==> src/rtl/ser3w_pkg.sv <==
package ser3w_pkg;

    // Event view of one synchronised serial pin.
    typedef struct packed {
        logic level;
        logic rise;
        logic fall;
    } pin_ev_t;

    localparam int unsigned DEF_WORD_W = 24;
    localparam int unsigned DEF_ADDR_W = 2;
    localparam int unsigned DEF_SYNC_N = 2;

endpackage

==> src/rtl/ser3w_sync.sv <==
module ser3w_sync
    import ser3w_pkg::*;
#(
    parameter int unsigned WIDTH  = 3,
    parameter int unsigned STAGES = DEF_SYNC_N
) (
    input  logic                 clk,
    input  logic                 rst_n,
    input  logic [WIDTH-1:0]     pin_i,
    output pin_ev_t [WIDTH-1:0]  ev_o
);

    localparam int unsigned TOP = STAGES - 1;

    for (genvar g = 0; g < WIDTH; g++) begin : g_pin
        typedef struct packed {
            logic [STAGES-1:0] chain;
            logic              prev;
        } sync_st_t;

        sync_st_t st_d, st_q;

        always_comb begin
            st_d       = st_q;
            st_d.chain = {st_q.chain[STAGES-2:0], pin_i[g]};
            st_d.prev  = st_q.chain[TOP];
        end

        always_ff @(posedge clk or negedge rst_n) begin
            if (!rst_n) st_q <= '0;
            else        st_q <= st_d;
        end

        assign ev_o[g].level = st_q.chain[TOP];
        assign ev_o[g].rise  = st_q.chain[TOP] & ~st_q.prev;
        assign ev_o[g].fall  = ~st_q.chain[TOP] & st_q.prev;
    end

endmodule

==> src/rtl/ser3w_shifter.sv <==
module ser3w_shifter #(
    parameter int unsigned WORD_W = 24
) (
    input  logic              clk,
    input  logic              rst_n,
    input  logic              shift_i,
    input  logic              bit_i,
    input  logic              commit_i,
    output logic [WORD_W-1:0] word_o,
    output logic              full_o
);

    localparam int unsigned CNT_W = $clog2(WORD_W + 2);
    localparam logic [CNT_W-1:0] CNT_MAX  = '1;
    localparam logic [CNT_W-1:0] CNT_GOOD = CNT_W'(WORD_W);

    typedef struct packed {
        logic [WORD_W-1:0] sr;
        logic [CNT_W-1:0]  cnt;
    } sh_st_t;

    sh_st_t st_d, st_q;

    always_comb begin
        st_d = st_q;
        if (commit_i) begin
            st_d.cnt = '0;
        end else if (shift_i) begin
            st_d.sr  = {st_q.sr[WORD_W-2:0], bit_i};
            st_d.cnt = (st_q.cnt == CNT_MAX) ? st_q.cnt : st_q.cnt + 1'b1;
        end
    end

    always_ff @(posedge clk or negedge rst_n) begin
        if (!rst_n) st_q <= '0;
        else        st_q <= st_d;
    end

    assign word_o = st_q.sr;
    assign full_o = (st_q.cnt == CNT_GOOD);

endmodule

==> src/rtl/ser3w_latch_bank.sv <==
module ser3w_latch_bank #(
    parameter int unsigned WORD_W = 24,
    parameter int unsigned ADDR_W = 2,
    localparam int unsigned NUM   = 2 ** ADDR_W
) (
    input  logic                  clk,
    input  logic                  rst_n,
    input  logic                  commit_i,
    input  logic                  full_i,
    input  logic [WORD_W-1:0]     word_i,
    output logic [NUM*WORD_W-1:0] lat_o,
    output logic [NUM-1:0]        upd_o,
    output logic                  err_o
);

    typedef struct packed {
        logic [NUM-1:0][WORD_W-1:0] lat;
        logic [NUM-1:0]             pulse;
        logic                       err;
    } bank_st_t;

    bank_st_t st_d, st_q;
    logic [ADDR_W-1:0] sel;

    assign sel = word_i[ADDR_W-1:0];

    always_comb begin
        st_d       = st_q;
        st_d.pulse = '0;
        if (commit_i) begin
            if (full_i) begin
                st_d.lat[sel]   = word_i;
                st_d.pulse[sel] = 1'b1;
            end else begin
                st_d.err = 1'b1;
            end
        end
    end

    always_ff @(posedge clk or negedge rst_n) begin
        if (!rst_n) st_q <= '0;
        else        st_q <= st_d;
    end

    for (genvar g = 0; g < NUM; g++) begin : g_out
        assign lat_o[g*WORD_W +: WORD_W] = st_q.lat[g];
    end

    assign upd_o = st_q.pulse;
    assign err_o = st_q.err;

endmodule

==> src/rtl/ser3w_reg_loader.sv <==
module ser3w_reg_loader
    import ser3w_pkg::*;
#(
    parameter int unsigned WORD_W = DEF_WORD_W,
    parameter int unsigned ADDR_W = DEF_ADDR_W,
    parameter int unsigned SYNC_N = DEF_SYNC_N,
    localparam int unsigned NUM   = 2 ** ADDR_W
) (
    input  logic                  clk,
    input  logic                  rst_n,
    input  logic                  ser_clk_i,
    input  logic                  ser_dat_i,
    input  logic                  ser_ld_i,
    output logic [NUM*WORD_W-1:0] lat_o,
    output logic [NUM-1:0]        upd_o,
    output logic                  frame_err_o
);

    localparam int unsigned P_CLK = 0;
    localparam int unsigned P_DAT = 1;
    localparam int unsigned P_LD  = 2;

    pin_ev_t [2:0]     ev;
    logic [WORD_W-1:0] word;
    logic              full;

    ser3w_sync #(.WIDTH(3), .STAGES(SYNC_N)) u_sync (
        .clk   (clk),
        .rst_n (rst_n),
        .pin_i ({ser_ld_i, ser_dat_i, ser_clk_i}),
        .ev_o  (ev)
    );

    ser3w_shifter #(.WORD_W(WORD_W)) u_shift (
        .clk      (clk),
        .rst_n    (rst_n),
        .shift_i  (ev[P_CLK].rise),
        .bit_i    (ev[P_DAT].level),
        .commit_i (ev[P_LD].rise),
        .word_o   (word),
        .full_o   (full)
    );

    ser3w_latch_bank #(.WORD_W(WORD_W), .ADDR_W(ADDR_W)) u_bank (
        .clk      (clk),
        .rst_n    (rst_n),
        .commit_i (ev[P_LD].rise),
        .full_i   (full),
        .word_i   (word),
        .lat_o    (lat_o),
        .upd_o    (upd_o),
        .err_o    (frame_err_o)
    );

endmodule

==> config.mk <==
export PLATFORM = sky130hd
export DESIGN_NAME = ser3w_reg_loader
export DESIGN_NICKNAME = d
export VERILOG_FILES = /design/src/rtl/ser3w_pkg.sv /design/src/rtl/ser3w_sync.sv /design/src/rtl/ser3w_shifter.sv /design/src/rtl/ser3w_latch_bank.sv /design/src/rtl/ser3w_reg_loader.sv
export SDC_FILE = /design/constraint.sdc
export NUM_CORES = 1
export LEC_CHECK = 0
export BUFFER_PORTS_ARGS = -buffer_cell sky130_fd_sc_hd__buf_2
export CAP_MARGIN = 20
export CORE_MARGIN = 1.5
export CORE_UTILIZATION = 40
export CTS_BUF_LIST = sky130_fd_sc_hd__clkbuf_4 sky130_fd_sc_hd__clkbuf_8
export DETAILED_ROUTE_END_ITERATION = 8
export SYNTH_ARGS = -nofsm -noshare
export SYNTH_HDL_FRONTEND = slang
export SYNTH_SLANG_ARGS = --single-unit
==> constraint.sdc <==
create_clock -name clk -period 2.4 [get_ports clk]
set_clock_uncertainty 0.15 [all_clocks]
set_input_delay 0.36 -clock clk [delete_from_list [all_inputs] [get_ports clk]]
set_output_delay 0.36 -clock clk [all_outputs]
set_load 0.01 [all_outputs]
==> results.py <==
metrics = {
    "synth": {
        "syn-cell-area_mm2": 0.00518,
        "synth-seq-cells": 138,
        "yosys-top-cells-count": "dfrtp_1, mux2_2, mux2_4, buf_2, nand2b_1",
        "yosys.cell_types.count": 28,
        "yosysMostFrequentCell": "dfrtp_1",
        "synth_edf_count": 0,
        "postSynthAreaPerCell_um2": 16.8,
        "yosysSeqAreaShare_pct": 66.6,
        "netlist.area_leader.share_pct": 66.6,
        "ys_top_cells_by_area": "dfrtp_1, mux2_2, mux2_4",
        "yosys.area.top_type": "dfrtp_1",
        "synth-async-reset-ratio_pct": 100,
        "syn-instance-count": 309,
        "syn_nets": 317,
        "yosys_warnings": 0,
        "synth_flop_cell": "dfrtp_1",
    },
    "clocking": {
        "cts_root_buf": "clkbuf_8",
        "cts.sinks": 138,
        "cts_tree": "done",
        "clock_latency_ns": 0.42,
        "h-tree-depth": 4,
        "cts_buffers": 17,
        "ctsLongestPathBuffers": 2,
        "clkTransAtPathRegs_ns": 0.07,
        "cts_setup_buffers": 0,
    },
    "sta": {
        "rsz0062_at_grt": "no",
        "fmax_mhz": 432,
        "period_share_pct": 96.5,
        "slew_headroom_pct": 50.4,
        "report.final.slew_viol_count": 0,
        "final-hold-violation-count": 0,
        "fin_crit_ns": 2.32,
        "setup_viol": 0,
        "worst_slew_pin_slew_ns": 0.742,
        "fin_tns_setup_ns": 0,
    },
    "pwr": {
        "ir_drop_mv": 0.395,
        "p_per_area_mw_per_mm2": 760,
        "p_leak_nw": 3.65,
    },
    "global_route": {
        "overflow": 0,
        "antenna_found_initial": 0,
        "grt_use_met3_pct": 4.89,
        "grt_pass1_vias": 2997,
        "grt_max_degree": 65,
        "grtUsageMet1_pct": 20.9,
        "grt_use_met2_pct": 24.8,
        "grt_usage_pct": 15.8,
        "grt_first_pass_wirelength_um": 15900,
        "busiest_layer": "met2",
    },
    "min_path": {
        "min_path_type": "flip-flop to flip-flop",
    },
    "critical_path": {
        "critPathLaunchType": "flip-flop",
        "cp.arrival_ns": 2.47,
        "cp-end-kind": "flip-flop",
        "worstPathRequired_ns": 2.55,
        "crit_fanout": 25,
        "crit_type": "flip-flop to flip-flop",
    },
    "run_status": {
        "status": "completed",
    },
    "final_layout": {
        "antenna_cells": 0,
        "fin_nets": 443,
        "area_growth_pct": 24.6,
        "fill_cells": 1105,
        "final-seq-area_mm2": 0.00345,
        "layout-drive-gt1-share_pct": 57.9,
        "multi_input_area_mm2": 0.00164,
        "final_cells": 619,
    },
    "drt": {
        "ant_nets": 0,
        "routed_wl_um": 10100,
        "routed_via_density": 4.74,
        "vias": 2931,
        "drtIter0Drc": 93,
        "first_pass_iters": 4,
        "avgRoutedWirePerCell_um": 16.3,
        "drc": 0,
    },
    "place": {
        "dp.cells": 584,
        "routabilityCongestion": 0.748,
        "io_buffer_count": 105,
        "dp_hpwl_um": 6710,
    },
    "die": {
        "die_w_um": 117,
        "die_y_um": 117,
        "ios": 106,
        "die_area_mm2": 0.0137,
        "rows": 41,
        "core_area_mm2": 0.0126,
        "initial_utilization_pct": 41.1,
    },
    "run": {
        "cap_violations": 0,
    },
}
[sequential cells by signal (all words and copies together), names as in the netlist]
| name | cells |
|---|---|
| u_bank.err_o | 1 |
| u_bank.lat_o | 96 |
| u_bank.upd_o | 4 |
| u_shift.st_q | 5 |
| u_shift.word_o | 24 |
| u_sync.ev_o | 3 |
| u_sync.g_pin.st_d | 3 |
| u_sync.g_pin.st_q | 2 |
[where the power goes]
part / internal (W) / switching [W] / total (W)
logic: 0.000123 / 0.000102 / 0.000226
registers: 0.00244 / 0.000169 / 0.00261
clock network: 0.00127 / 0.000807 / 0.00208
[final cells by class]
type / count / share of cell area (%)
tap: 172 / 3.33
inverter: 5 / 0.291
clock buffer: 24 / 4.82
timing repair buffer: 120 / 10.5
sequential: 138 / 53.5
clock inverter: 7 / 2.13
multi-input combinational: 153 / 25.4
[layer usage]
layer  share of wire [%]  vias to the layer above
met1                  47                     1523
met4                 1.1                        0
met2                  47                       61
met3                 4.0                       10
met5                   0                        -
li1                    -                     1337
[critical path: stages, from the launching register on]
cell	delay [ns]
dfrtp_1	0.42
inv_1	0.08
ha_1	0.21
nand4b_4	0.13
or4_2	0.66
buf_12	0.22
mux2_1	0.33
[kinds of logic (layout without fill, tap and decap cells)]
kind of cell / count (synthesis) / count (layout) / share of synthesized area (%)
DFF: 138 / 138 / 66.6
muxes: 115 / 115 / 26.1
and+or+nand+nor: 32 / 32 / 4.15
buffers and inverters: 18 / 156 / 1.88
adders and majority gates: 3 / 3 / 0.724
xor gates and xnor gates: 2 / 2 / 0.338
AOI/OAI and AO/OA: 1 / 1 / 0.145
[cell usage in the layout (no fill, tap or decap), types with 2 or more instances in the layout]
master and instances:
clkbuf_8 21, and2_1 3, mux2i_1 3, bufinv_16 4
nand2b_1 6, ha_1 3, mux2_2 91, buf_12 2
mux2_4 17, buf_4 9, nor4bb_1 2, clkbuf_4 3
xnor2_1 2, clkinv_2 2, dlygate4sd3_1 4, nor2b_1 2
and4_1 2, dfrtp_1 138, buf_2 104, nand4_1 2
mux2_1 4, nand2_1 3, inv_1 5, nor2_1 4
[final timing paths]
check	slack, ns	start	to	depth (start not counted)
worst max-delay path	0.08	u_shift.st_q[0]	u_bank.lat_o[23]	6
worst min-delay path	0.20	u_sync.g_pin[2].st_d[2]	u_sync.ev_o[8]	0
worst max register to register	0.08	u_shift.st_q[0]	u_bank.lat_o[23]	6
worst min register to register	0.20	u_sync.g_pin[2].st_d[2]	u_sync.ev_o[8]	0
max in group asynchronous	1.09	rst_n	u_bank.lat_o[64]	3
min in group asynchronous	0.25	rst_n	u_bank.lat_o[76]	2
[repair_timing]
action                     in CTS  in global routing
setup endpoints to repair       0                  0
resized for setup               0                  0
hold buffers                    4                  0
hold endpoints to repair       44                  0
[per-stage QoR]
step / worst slack (ns) / area, µm² / total power, W / utilization (%) / hold WS, ns
floorplan: 0.297 / 5180 / 0.00273 / - / -0.0856
global placement: 0.164 / 5970 / 0.00286 / 47.3 / 0.149
detailed placement: 0.0786 / 5970 / 0.00288 / 47.3 / 0.151
CTS: 0.0659 / 6460 / 0.00498 / 51.2 / 0.202
global route: 0.0000417 / 6460 / 0.00513 / 51.2 / 0.207
finish: 0.0833 / 6460 / 0.00491 / 51.2 / 0.200
Note: power is estimated with default switching activity, not from simulation.
